$ cat config.mk
export PLATFORM = sky130hd
export DESIGN_NAME = slw_master
export DESIGN_NICKNAME = d
export VERILOG_FILES = /design/src/rtl/slw_pkg.sv /design/src/rtl/slw_sync.sv /design/src/rtl/slw_regs.sv /design/src/rtl/slw_seq.sv /design/src/rtl/slw_master.sv
export SDC_FILE = /design/constraint.sdc
export NUM_CORES = 1
export LEC_CHECK = 0
export BUFFER_PORTS_ARGS = -buffer_cell sky130_fd_sc_hd__buf_2
export CORE_MARGIN = 2
export CORE_UTILIZATION = 56
export CTS_BUF_LIST = sky130_fd_sc_hd__clkbuf_4 sky130_fd_sc_hd__clkbuf_8
export CTS_CLUSTER_SIZE = 24
export DETAILED_ROUTE_END_ITERATION = 8
export PLACE_DENSITY = 0.79
export SYNTH_ARGS = -nofsm -noshare
export SYNTH_HDL_FRONTEND = slang
export SYNTH_HIERARCHICAL = 1
export SYNTH_SLANG_ARGS = --single-unit
$ cat constraint.sdc
create_clock -name clk -period 1.9 [get_ports clk]
set_input_delay 0.38 -clock clk [delete_from_list [all_inputs] [get_ports clk]]
set_output_delay 0.38 -clock clk [all_outputs]
set_load 0.005 [all_outputs]
$ cat src/rtl/slw_pkg.sv
// Shared register offsets, bit positions and state types for the
// single-wire byte bus master. Assumes byte-wide registers on a 5-bit offset.
package slw_pkg;
    localparam int ADDR_W = 5;

    localparam logic [ADDR_W-1:0] A_REV = 5'h00;
    localparam logic [ADDR_W-1:0] A_TXD = 5'h04;
    localparam logic [ADDR_W-1:0] A_RXD = 5'h08;
    localparam logic [ADDR_W-1:0] A_CTL = 5'h0C;
    localparam logic [ADDR_W-1:0] A_FLG = 5'h10;
    localparam logic [ADDR_W-1:0] A_CFG = 5'h14;
    localparam logic [ADDR_W-1:0] A_STA = 5'h18;

    localparam int B_MODE  = 0;
    localparam int B_DIR   = 1;
    localparam int B_INIT  = 2;
    localparam int B_GO    = 4;
    localparam int B_CLKEN = 5;
    localparam int B_IEN   = 6;

    localparam int F_TMO = 0;
    localparam int F_RXC = 1;
    localparam int F_TXC = 2;

    localparam int C_IDLE = 0;
    localparam int C_SRST = 1;

    typedef enum logic [1:0] {XF_NONE, XF_BRK, XF_TX, XF_RX} xfer_e;
    typedef enum logic [2:0] {S_IDLE, S_BRK, S_TX, S_RX_LOW, S_RX_SMP, S_RX_HIGH} seq_state_e;
endpackage

$ cat src/rtl/slw_sync.sv
// Multi-stage synchronizer for the bus wire level.
// Assumes the wire idles high, so every stage resets to 1.
module slw_sync #(
    parameter int STAGES = 2
) (
    input  logic clk,
    input  logic rst_n,
    input  logic d_in,
    output logic d_out
);
    logic [STAGES-1:0] stg_q;

    genvar i;
    generate
        for (i = 0; i < STAGES; i++) begin : g_stage
            // Each stage copies its predecessor; stage 0 takes the raw wire.
            always_ff @(posedge clk) begin
                if (!rst_n)      stg_q[i] <= 1'b1;
                else if (i == 0) stg_q[i] <= d_in;
                else             stg_q[i] <= stg_q[(i == 0) ? 0 : i-1];
            end
        end
    endgenerate

    assign d_out = stg_q[STAGES-1];
endmodule

$ cat src/rtl/slw_regs.sv
// Register file: decodes byte accesses, turns start requests into a
// one-cycle start kind for the sequencer, keeps sticky flags cleared on read,
// and generates the soft reset. Assumes the sequencer reports each ending
// with exactly one event pulse while the start bit is set.
module slw_regs
    import slw_pkg::*;
#(
    parameter logic [7:0] REV_ID = 8'h21
) (
    input  logic              clk,
    input  logic              rst_n,
    input  logic [ADDR_W-1:0] reg_addr,
    input  logic              reg_wr,
    input  logic              reg_rd,
    input  logic [7:0]        reg_wdata,
    output logic [7:0]        reg_rdata,
    input  logic              ev_brk,
    input  logic              ev_tx,
    input  logic              ev_rx,
    input  logic              ev_rxto,
    input  logic [7:0]        rx_byte,
    output xfer_e             start_kind,
    output logic [7:0]        tx_byte,
    output logic [7:0]        ctl_q,
    output logic [2:0]        flags_q,
    output logic              soft_rst,
    output logic              irq
);
    logic       hit_ctl;
    logic       go_req;
    logic [7:0] rx_q;
    logic       idle_q;
    logic       rst_done_q;
    logic [2:0] ev_vec;

    assign hit_ctl  = reg_wr && (reg_addr == A_CTL);
    assign soft_rst = reg_wr && (reg_addr == A_CFG) && reg_wdata[C_SRST];
    assign ev_vec   = {ev_tx, ev_rx, ev_brk | ev_rxto};

    // Accept a start only with clock enable in the same write and nothing running.
    assign go_req = hit_ctl && reg_wdata[B_GO] && reg_wdata[B_CLKEN] && !ctl_q[B_GO];

    // Select the operation: init beats read direction, which beats write.
    always_comb begin
        if (!go_req)                 start_kind = XF_NONE;
        else if (reg_wdata[B_INIT])  start_kind = XF_BRK;
        else if (reg_wdata[B_DIR])   start_kind = XF_RX;
        else                         start_kind = XF_TX;
    end

    // Control register: free bits always writable, operation bits frozen while busy.
    always_ff @(posedge clk) begin
        if (!rst_n || soft_rst) begin
            ctl_q <= '0;
        end else begin
            if (hit_ctl) begin
                ctl_q[B_MODE]  <= reg_wdata[B_MODE];
                ctl_q[B_CLKEN] <= reg_wdata[B_CLKEN];
                ctl_q[B_IEN]   <= reg_wdata[B_IEN];
                if (!ctl_q[B_GO]) begin
                    ctl_q[B_DIR]  <= reg_wdata[B_DIR];
                    ctl_q[B_INIT] <= reg_wdata[B_INIT];
                    ctl_q[B_GO]   <= go_req;
                end
            end
            if (ev_tx || ev_rx || ev_rxto) ctl_q[B_GO] <= 1'b0;
            if (ev_brk) begin
                ctl_q[B_GO]   <= 1'b0;
                ctl_q[B_INIT] <= 1'b0;
            end
        end
    end

    // Sticky flags: a read clears them, but a new event in that cycle survives.
    always_ff @(posedge clk) begin
        if (!rst_n || soft_rst)
            flags_q <= '0;
        else if (reg_rd && (reg_addr == A_FLG))
            flags_q <= ev_vec;
        else
            flags_q <= flags_q | ev_vec;
    end

    // Data and configuration registers.
    always_ff @(posedge clk) begin
        if (!rst_n || soft_rst) begin
            tx_byte <= '0;
            rx_q    <= '0;
            idle_q  <= 1'b0;
        end else begin
            if (reg_wr && (reg_addr == A_TXD)) tx_byte <= reg_wdata;
            if (reg_wr && (reg_addr == A_CFG)) idle_q  <= reg_wdata[C_IDLE];
            if (ev_rx)                         rx_q    <= rx_byte;
        end
    end

    // Reset-done indicator: low for the cycle after any reset, then high.
    always_ff @(posedge clk) begin
        if (!rst_n || soft_rst) rst_done_q <= 1'b0;
        else                    rst_done_q <= 1'b1;
    end

    // Read multiplexer.
    always_comb begin
        reg_rdata = '0;
        case (reg_addr)
            A_REV: reg_rdata = REV_ID;
            A_TXD: reg_rdata = tx_byte;
            A_RXD: reg_rdata = rx_q;
            A_CTL: reg_rdata = ctl_q;
            A_FLG: reg_rdata = {5'b0, flags_q};
            A_CFG: reg_rdata = {7'b0, idle_q};
            A_STA: reg_rdata = {7'b0, rst_done_q};
            default: reg_rdata = '0;
        endcase
    end

    assign irq = (|flags_q) && ctl_q[B_IEN];
endmodule

$ cat src/rtl/slw_seq.sv
// Transaction sequencer: produces the init pulse and write slots on the
// open-drain wire, times and samples read slots, and reports each ending
// with a one-cycle event. Assumes line_s is already synchronized.
module slw_seq
    import slw_pkg::*;
#(
    parameter int BRK_LOW_CYC = 190,
    parameter int BRK_REC_CYC = 40,
    parameter int SLOT_CYC    = 200,
    parameter int LOW1_CYC    = 40,
    parameter int LOW0_CYC    = 140,
    parameter int SMP_CYC     = 100,
    parameter int RXWAIT_CYC  = 500
) (
    input  logic       clk,
    input  logic       rst_n,
    input  logic       abort,
    input  xfer_e      start_kind,
    input  logic [7:0] tx_byte,
    input  logic       line_s,
    output logic       line_oe,
    output logic       ev_brk,
    output logic       ev_tx,
    output logic       ev_rx,
    output logic       ev_rxto,
    output logic [7:0] rx_byte
);
    localparam int TW = $clog2(BRK_LOW_CYC + BRK_REC_CYC + SLOT_CYC + SMP_CYC + RXWAIT_CYC + 2);
    localparam logic [TW-1:0] BRK_LAST  = TW'(BRK_LOW_CYC + BRK_REC_CYC - 1);
    localparam logic [TW-1:0] BRK_LOW   = TW'(BRK_LOW_CYC);
    localparam logic [TW-1:0] SLOT_LAST = TW'(SLOT_CYC - 1);
    localparam logic [TW-1:0] LOW1      = TW'(LOW1_CYC);
    localparam logic [TW-1:0] LOW0      = TW'(LOW0_CYC);
    localparam logic [TW-1:0] SMP_LAST  = TW'(SMP_CYC - 1);
    localparam logic [TW-1:0] WAIT_LAST = TW'(RXWAIT_CYC - 1);

    seq_state_e    state_q;
    logic [TW-1:0] timer_q;
    logic [2:0]    bit_q;
    logic [7:0]    shreg_q;

    // State, slot timer, bit counter and shift register.
    always_ff @(posedge clk) begin
        if (!rst_n || abort) begin
            state_q <= S_IDLE;
            timer_q <= '0;
            bit_q   <= '0;
            shreg_q <= '0;
        end else begin
            case (state_q)
                S_IDLE: begin
                    timer_q <= '0;
                    bit_q   <= '0;
                    case (start_kind)
                        XF_BRK: state_q <= S_BRK;
                        XF_TX: begin
                            state_q <= S_TX;
                            shreg_q <= tx_byte;
                        end
                        XF_RX:  state_q <= S_RX_LOW;
                        default: state_q <= S_IDLE;
                    endcase
                end
                S_BRK: begin
                    if (timer_q == BRK_LAST) state_q <= S_IDLE;
                    else                     timer_q <= timer_q + 1'b1;
                end
                S_TX: begin
                    if (timer_q == SLOT_LAST) begin
                        timer_q <= '0;
                        shreg_q <= shreg_q >> 1;
                        bit_q   <= bit_q + 1'b1;
                        if (bit_q == 3'd7) state_q <= S_IDLE;
                    end else begin
                        timer_q <= timer_q + 1'b1;
                    end
                end
                S_RX_LOW: begin
                    if (!line_s) begin
                        state_q <= S_RX_SMP;
                        timer_q <= '0;
                    end else if (timer_q == WAIT_LAST) begin
                        state_q <= S_IDLE;
                    end else begin
                        timer_q <= timer_q + 1'b1;
                    end
                end
                S_RX_SMP: begin
                    if (timer_q == SMP_LAST) begin
                        shreg_q <= {line_s, shreg_q[7:1]};
                        state_q <= S_RX_HIGH;
                        timer_q <= '0;
                    end else begin
                        timer_q <= timer_q + 1'b1;
                    end
                end
                S_RX_HIGH: begin
                    if (line_s) begin
                        timer_q <= '0;
                        bit_q   <= bit_q + 1'b1;
                        state_q <= (bit_q == 3'd7) ? S_IDLE : S_RX_LOW;
                    end else if (timer_q == WAIT_LAST) begin
                        state_q <= S_IDLE;
                    end else begin
                        timer_q <= timer_q + 1'b1;
                    end
                end
                default: state_q <= S_IDLE;
            endcase
        end
    end

    // Wire drive: low phase of the init pulse or of the current write slot.
    always_comb begin
        case (state_q)
            S_BRK:   line_oe = (timer_q < BRK_LOW);
            S_TX:    line_oe = (timer_q < (shreg_q[0] ? LOW1 : LOW0));
            default: line_oe = 1'b0;
        endcase
    end

    // Ending events, valid in the last cycle of each operation.
    assign ev_brk  = (state_q == S_BRK) && (timer_q == BRK_LAST);
    assign ev_tx   = (state_q == S_TX) && (timer_q == SLOT_LAST) && (bit_q == 3'd7);
    assign ev_rx   = (state_q == S_RX_HIGH) && line_s && (bit_q == 3'd7);
    assign ev_rxto = (timer_q == WAIT_LAST) &&
                     (((state_q == S_RX_LOW) && line_s) || ((state_q == S_RX_HIGH) && !line_s));
    assign rx_byte = shreg_q;
endmodule

$ cat src/rtl/slw_master.sv
// Top of the single-wire byte bus master: register file, wire synchronizer
// and transaction sequencer. Timing parameters are in microseconds and are
// scaled by CYC_PER_US functional clock cycles.
module slw_master
    import slw_pkg::*;
#(
    parameter int REV_MAJOR   = 2,
    parameter int REV_MINOR   = 1,
    parameter int CYC_PER_US  = 1,
    parameter int BREAK_US    = 190,
    parameter int RECOVER_US  = 40,
    parameter int SLOT_US     = 200,
    parameter int LOW1_US     = 40,
    parameter int LOW0_US     = 140,
    parameter int SAMPLE_US   = 100,
    parameter int RX_WAIT_US  = 500,
    parameter int SYNC_STAGES = 2
) (
    input  logic       clk,
    input  logic       rst_n,
    input  logic [4:0] reg_addr,
    input  logic       reg_wr,
    input  logic       reg_rd,
    input  logic [7:0] reg_wdata,
    output logic [7:0] reg_rdata,
    output logic       line_oe,
    input  logic       line_in,
    output logic       irq
);
    localparam logic [7:0] REV_ID = {4'(REV_MAJOR), 4'(REV_MINOR)};

    xfer_e      start_kind;
    logic [7:0] tx_byte;
    logic [7:0] rx_byte;
    logic [7:0] ctl_q;
    logic [2:0] flags_q;
    logic       soft_rst;
    logic       line_s;
    logic       ev_brk, ev_tx, ev_rx, ev_rxto;

    slw_regs #(.REV_ID(REV_ID)) regs_i (
        .clk(clk), .rst_n(rst_n), .reg_addr(reg_addr), .reg_wr(reg_wr),
        .reg_rd(reg_rd), .reg_wdata(reg_wdata), .reg_rdata(reg_rdata),
        .ev_brk(ev_brk), .ev_tx(ev_tx), .ev_rx(ev_rx), .ev_rxto(ev_rxto),
        .rx_byte(rx_byte), .start_kind(start_kind), .tx_byte(tx_byte),
        .ctl_q(ctl_q), .flags_q(flags_q), .soft_rst(soft_rst), .irq(irq)
    );

    slw_sync #(.STAGES(SYNC_STAGES)) sync_i (
        .clk(clk), .rst_n(rst_n), .d_in(line_in), .d_out(line_s)
    );

    slw_seq #(
        .BRK_LOW_CYC(BREAK_US * CYC_PER_US), .BRK_REC_CYC(RECOVER_US * CYC_PER_US),
        .SLOT_CYC(SLOT_US * CYC_PER_US), .LOW1_CYC(LOW1_US * CYC_PER_US),
        .LOW0_CYC(LOW0_US * CYC_PER_US), .SMP_CYC(SAMPLE_US * CYC_PER_US),
        .RXWAIT_CYC(RX_WAIT_US * CYC_PER_US)
    ) seq_i (
        .clk(clk), .rst_n(rst_n), .abort(soft_rst), .start_kind(start_kind),
        .tx_byte(tx_byte), .line_s(line_s), .line_oe(line_oe),
        .ev_brk(ev_brk), .ev_tx(ev_tx), .ev_rx(ev_rx), .ev_rxto(ev_rxto),
        .rx_byte(rx_byte)
    );
endmodule

## Word-level counts from Yosys, hierarchy flattened

Cells that the tools add are included.

| storage, ports and cells | value |
|---|---|
| output and inout port bits | 10 |
| flip-flop bits (word level) | 54 |
| input port bits | 18 |

| operators by class | value |
|---|---|
| muxes and demuxes | 33 |
| bitwise operators | 3 |
| add/subtract/negate cells | 2 |
| eq/ne operators | 26 |
| reductions and logical operators | 37 |
| order comparisons | 2 |

Operators by type and width:

| kind | number |
|---|---|
| 11-bit 2-to-1 mux | 6 |
| 11-bit one-hot mux with 6 select lines | 1 |
| 8-bit one-hot mux with 7 select lines | 1 |
| 8-bit 2-to-1 mux | 4 |
| 3-bit 2-to-1 mux | 10 |
| 8-bit one-hot mux with 3 select lines | 1 |
| 11-bit by 8-bit == test with 1-bit output, second input constant | 2 |
| 3-bit one-hot mux with 6 select lines | 1 |
| 1-bit logical AND | 17 |
| 5-bit == test, second input constant | 3 |
| 11-bit by 1-bit adder with 11-bit output, second input constant | 1 |
| 11-bit by 7-bit == test with 1-bit output, second input constant | 1 |
| 11-bit by 9-bit == test with 1-bit output, second input constant | 1 |
| 11-bit less-than comparator | 1 |
| 11-bit by 8-bit less-than comparator with 1-bit output, second input constant | 1 |
| 5-bit by 4-bit == test with 1-bit output, second input constant | 2 |
| 2-bit inequality test, second input constant | 5 |
| 3-bit == test, second input constant | 3 |
| 3-bit one-hot mux with 3 select lines | 1 |
| 4-bit AND reduction | 2 |
| 3-bit by 2-bit == test with 1-bit output, second input constant | 2 |
| 2-bit 2-to-1 mux | 3 |
| 2-bit one-hot mux with 3 select lines | 1 |
| 3-bit nonzero test | 2 |
| 20 further kinds | 31 |

## Longest topological paths before layout

| logic depth | value |
|---|---|
| depth after elaboration | 9 |
| depth in mapped cells | 11 |

## Hierarchy

Netlist, hierarchy kept.

By module, submodules not included:

| module | area an instance (um^2) | cells an instance | instances | sequential area each (um^2) |
|---|---|---|---|---|
| slw_seq | 1734.2 | 217 | 1 | 500.5 |
| slw_regs | 1407.6 | 162 | 1 | 540.5 |
| slw_sync | 52.6 | 4 | 1 | 40.0 |

## Worst setup path before layout

Ideal clock, no wire load.

| path | value |
|---|---|
| kind | in2reg |
| start point | input reg_addr[3] |
| end point | register seq_i.shreg_q[5] (netlist: seq_i/rx_byte[5]) |
| setup slack | -0.149 ns |
| cell stages on the path | 11 |
| required time | 1.814 ns |
| path buffers | 3 |
| arrival | 1.964 ns |
| library setup time | 0.086 ns |
| cell sequence | nor2b_1 -> buf_2 -> nand2_1 -> nor4_1 -> inv_1 -> o21ai_0 -> and3_1 -> buf_2 -> buf_6 -> nor2_1 -> a211oi_1 |

| on the way | value |
|---|---|
| cells in the longest elaborated chain, start to end | 9 |

Ends and longest elaborated chain:

| element | line | text |
|---|---|---|
| start: declaration | slw_master.sv:21 | `input logic [4:0] reg_addr,` |
| 5-bit by 4-bit == test with 1-bit output | slw_regs.sv:36 | `assign hit_ctl = reg_wr && (reg_addr == A_CTL);` |
| 1-bit logical AND | slw_regs.sv:36 |  |
| 1-bit logical AND (3 in series) | slw_regs.sv:41 | `assign go_req = hit_ctl && reg_wdata[B_GO] && reg_wdata[B_CLKEN] && !ctl_q[B_GO];` |
| 2-bit 2-to-1 mux | slw_regs.sv:45 | `if (!go_req) start_kind = XF_NONE;` |
| net start_kind[1] | slw_master.sv:32 | `xfer_e start_kind;` |
| 2-bit == test | slw_seq.sv:54 | `case (start_kind)` |
| 2-bit inequality test (no source line) | -- |  |
| 4-bit AND reduction (no source line) | -- |  |
| end signal: assignment | slw_seq.sv:58 | `shreg_q <= tx_byte;` |
| end signal: assignment | slw_seq.sv:71 | `shreg_q <= shreg_q >> 1;` |
| end signal: assignment | slw_seq.sv:90 | `shreg_q <= {line_s, shreg_q[7:1]};` |
| end: declaration | slw_seq.sv:40 | `logic [7:0] shreg_q;` |

The timed path passes the listed nets, and every way through them passes these cells.
A chain may end at the register's enable or synchronous reset.

## Final worst setup path

| path | value |
|---|---|
| start point | register seq_i.timer_q[5] |
| end point | output line_oe |

| on the way | value |
|---|---|
| cells in the longest elaborated chain, start to end | 2 |

Ends and longest elaborated chain:

| element | line | text |
|---|---|---|
| start: declaration | slw_seq.sv:38 | `logic [TW-1:0] timer_q;` |
| start signal: assignment | slw_seq.sv:66 | `else timer_q <= timer_q + 1'b1;` |
| start signal: assignment | slw_seq.sv:75 | `timer_q <= timer_q + 1'b1;` |
| start signal: assignment | slw_seq.sv:85 | `timer_q <= timer_q + 1'b1;` |
| 11-bit less-than comparator / 11-bit by 8-bit less-than comparator with 1-bit output (equally long branches) | slw_seq.sv:117, slw_seq.sv:116 |  |
| 1-bit one-hot mux with 2 select lines * | slw_seq.sv:115 | `case (state_q)` |
| end: declaration | slw_master.sv:26 | `output logic line_oe,` |

Mark *: on every way between the ends. The rest lies on a longest branch, timed or not.

==> impl_metrics.env <==
export IMPL_status="finished with violations"
export IMPL_violations="negative setup slack"
export IMPL_cp_slowest_cell="dfxtp_4"
export IMPL_clockRootBuffer="clkbuf_8"
export IMPL_hold_end="sync_i/stg_q[0]"
export IMPL_met3WireLength_um=865
export IMPL_slowest_delay_ns=0.39
export IMPL_nets=487
export IMPL_syn_inst=380
export IMPL_dp_hpwl_um=6770
export IMPL_r2r_end="seq_i/timer_q[4]"
export IMPL_r2r_cells=6
export IMPL_rsz0062_at_grt="yes"
export IMPL_clk_pin_slew_ns=0.10
export IMPL_die_y_um=79.3
export IMPL_ir_drop_uv=338
export IMPL_maxUsedRoutingLayer="met4"
export IMPL_postCtsHoldBufs=0
export IMPL_cp_end_kind="output pin"
export IMPL_relSlewSlack_pct=63.4
export IMPL_crit_buf_inv=1
export IMPL_setup_viol=8
export IMPL_skew_ns=0.00881
export IMPL_path_class="flip-flop to output pin"
export IMPL_slew_viol_final=0
export IMPL_crit_family="flip-flops"
export IMPL_max_freq_ghz=0.483
export IMPL_antenna_found_initial=0
export IMPL_cts_tree="done"
export IMPL_gr_total_overflow=0
export IMPL_cts_buffers=5
export IMPL_cts_max_level=2
export IMPL_wirelength_um=9350
export IMPL_post_drt_wl_per_cell_um=17.4
export IMPL_grt_pass1_wl_um=14700
export IMPL_via_count=3431
export IMPL_ios=28
export IMPL_p_leak_nw=1.61
export IMPL_avgSynthCellArea_um2=8.36
export IMPL_layout_drive_gt1_share_pct=37.7
export IMPL_die_w_um=79.3
export IMPL_cp_start_kind="flip-flop"
export IMPL_yosysWarnings=6
export IMPL_hold_path_cell_count=2
export IMPL_syn_nets=404
export IMPL_start_util_pct=57.7
export IMPL_arrival_ns=1.69
export IMPL_core_area_um2=5510
export IMPL_antenna_left=0
export IMPL_worstHoldStart="line_in"
export IMPL_crit_fanout=6
export IMPL_cts_sinks=54
export IMPL_wl_met1_um=3810
export IMPL_diodes=0
export IMPL_p_per_area_nw_per_um2=473
export IMPL_clockBufferDepth=2
export IMPL_setup_ws_ns=-0.172
export IMPL_crit_required_ns=1.52
export IMPL_fin_crit_ns=2.07
export IMPL_grt_start_max_net_pins=20
export IMPL_synth_area_um2=3180
export IMPL_first_global_vias=3067
export IMPL_r2r_start="seq_i/timer_q[10]"
export IMPL_tns_ns=-0.671
export IMPL_io_buffers=27
export IMPL_finalHoldViolCount=0
export IMPL_dieArea_um2=6290
export IMPL_fill_cells=379
export IMPL_worstSkewPairLatency_ns=0.31
export IMPL_drc=0
export IMPL_fin_cells=536
export IMPL_syn_to_final_growth_pct=31.4
export IMPL_post_place_cells=523
export IMPL_num_rows=27
export IMPL_met2_length_um=4520
export IMPL_grt_usage_pct=29.9
export IMPL_drtPass1Iterations=8
export IMPL_r2r_slack_ns=-0.09
export IMPL_cap_viol_max_count=0
export IMPL_place_gp_congestion=0.973
export IMPL_min_period_over_period_pct=109
export IMPL_min_path_type="input port to flip-flop"
export IMPL_path_cells="ha_4 -> o21ai_2 -> nand2_1 -> a211oi_2 -> a21oi_2 -> nor4_1 -> buf_2"
export IMPL_worstMarginPinSlew_ns=0.547
export IMPL_via_per_inst=6.40
export IMPL_drt_iter0_drc=386
==> layout make-up <==
| cell class | count | area (um2) | area share (%) |
|---|---|---|---|
| Tap cell | 72 | 90.1 | 2.16 |
| Inverter | 11 | 41.3 | 0.989 |
| Clock buffer | 6 | 82.6 | 1.98 |
| Clock inverter | 2 | 12.5 | 0.300 |
| Multi-Input combinational cell | 292 | 2140 | 51.3 |
| Sequential cell | 54 | 1100 | 26.3 |
| Timing Repair Buffer | 99 | 707 | 16.9 |
==> through the flow <==
stage / hold slack (ns) / instance area, um2 / utilization (%) / setup WS [ns] / power [W]
6_report: 0.244 / 4170 / 75.8 / -0.172 / 0.00197
4_1_cts: 0.236 / 4060 / 73.6 / -0.218 / 0.00199
2_1_floorplan: 0.386 / 3230 / - / 0.00368 / 0.00125
3_3_place_gp: 0.410 / 3820 / 69.4 / -0.119 / 0.00133
3_5_place_dp: 0.407 / 3820 / 69.4 / -0.183 / 0.00133
5_1_grt: 0.257 / 4170 / 75.8 / -0.218 / 0.00205
==> layout by cell type (no fill, tap or decap), types with 8 or more instances in the layout <==
cell type	n
inv_1	10
nand3_1	26
o21ai_0	23
buf_2	27
dfxtp_1	45
buf_4	66
a211oi_1	9
nand2b_1	8
mux2i_1	17
nor2_1	32
nand2_1	18
a21oi_1	28
==> repair_timing <==
item | CTS | global route
endpoints found under the setup margin | 24 | 30
pin swaps | 23 | 17
buffers inserted | 7 | 1
resized for setup | 35 | 28
==> power breakdown <==
part           switching [W]  internal [W]
Sequential        0.00000540       0.00113
Clock               0.000374      0.000294
Combinational      0.0000983     0.0000696
==> registers in the layout, summed over array words and instances, names as in the netlist <==
signal,cells
regs_i/rst_done_q,1
regs_i/idle_q,1
regs_i/flags_q,3
seq_i/rx_byte,8
sync_i/d_out,1
seq_i/state_q,3
regs_i/tx_byte,8
regs_i/rx_q,8
sync_i/stg_q,1
regs_i/ctl_q,6
seq_i/bit_q,3
seq_i/timer_q,11
==> worst max-delay path by stage <==
| stage | endpoint | startpoint | slack, ns | cells past startpoint |
|---|---|---|---|---|
| 3_3_place_gp | seq_i/rx_byte[3] | reg_addr[1] | -0.12 | 10 |
| 2_1_floorplan | seq_i/rx_byte[5] | reg_addr[1] | 0.004 | 11 |
| 5_1_grt | line_oe | seq_i/timer_q[5] | -0.22 | 7 |
| 3_5_place_dp | seq_i/rx_byte[1] | reg_addr[1] | -0.18 | 10 |
| 4_1_cts | line_oe | seq_i/timer_q[5] | -0.22 | 7 |
| 6_report | line_oe | seq_i/timer_q[5] | -0.17 | 7 |
==> routing by layer <==
| layer | global-route usage (%) | vias to the layer above |
|---|---|---|
| met1 | 39.0 | 1629 |
| met3 | 5.57 | 24 |
| met2 | 51.0 | 190 |
| met4 | 7.76 | 0 |
| li1 | - | 1588 |
| met5 | 0 | - |
==> worst register-to-register path, delay by kind of cell (launching register included) <==
family	cells	cell delay, ns
AO/OA/AOI/OAI	5	1.11
flip-flops	1	0.35
AND/OR/NAND/NOR	1	0.44
Power figures use the tool's default switching activity.
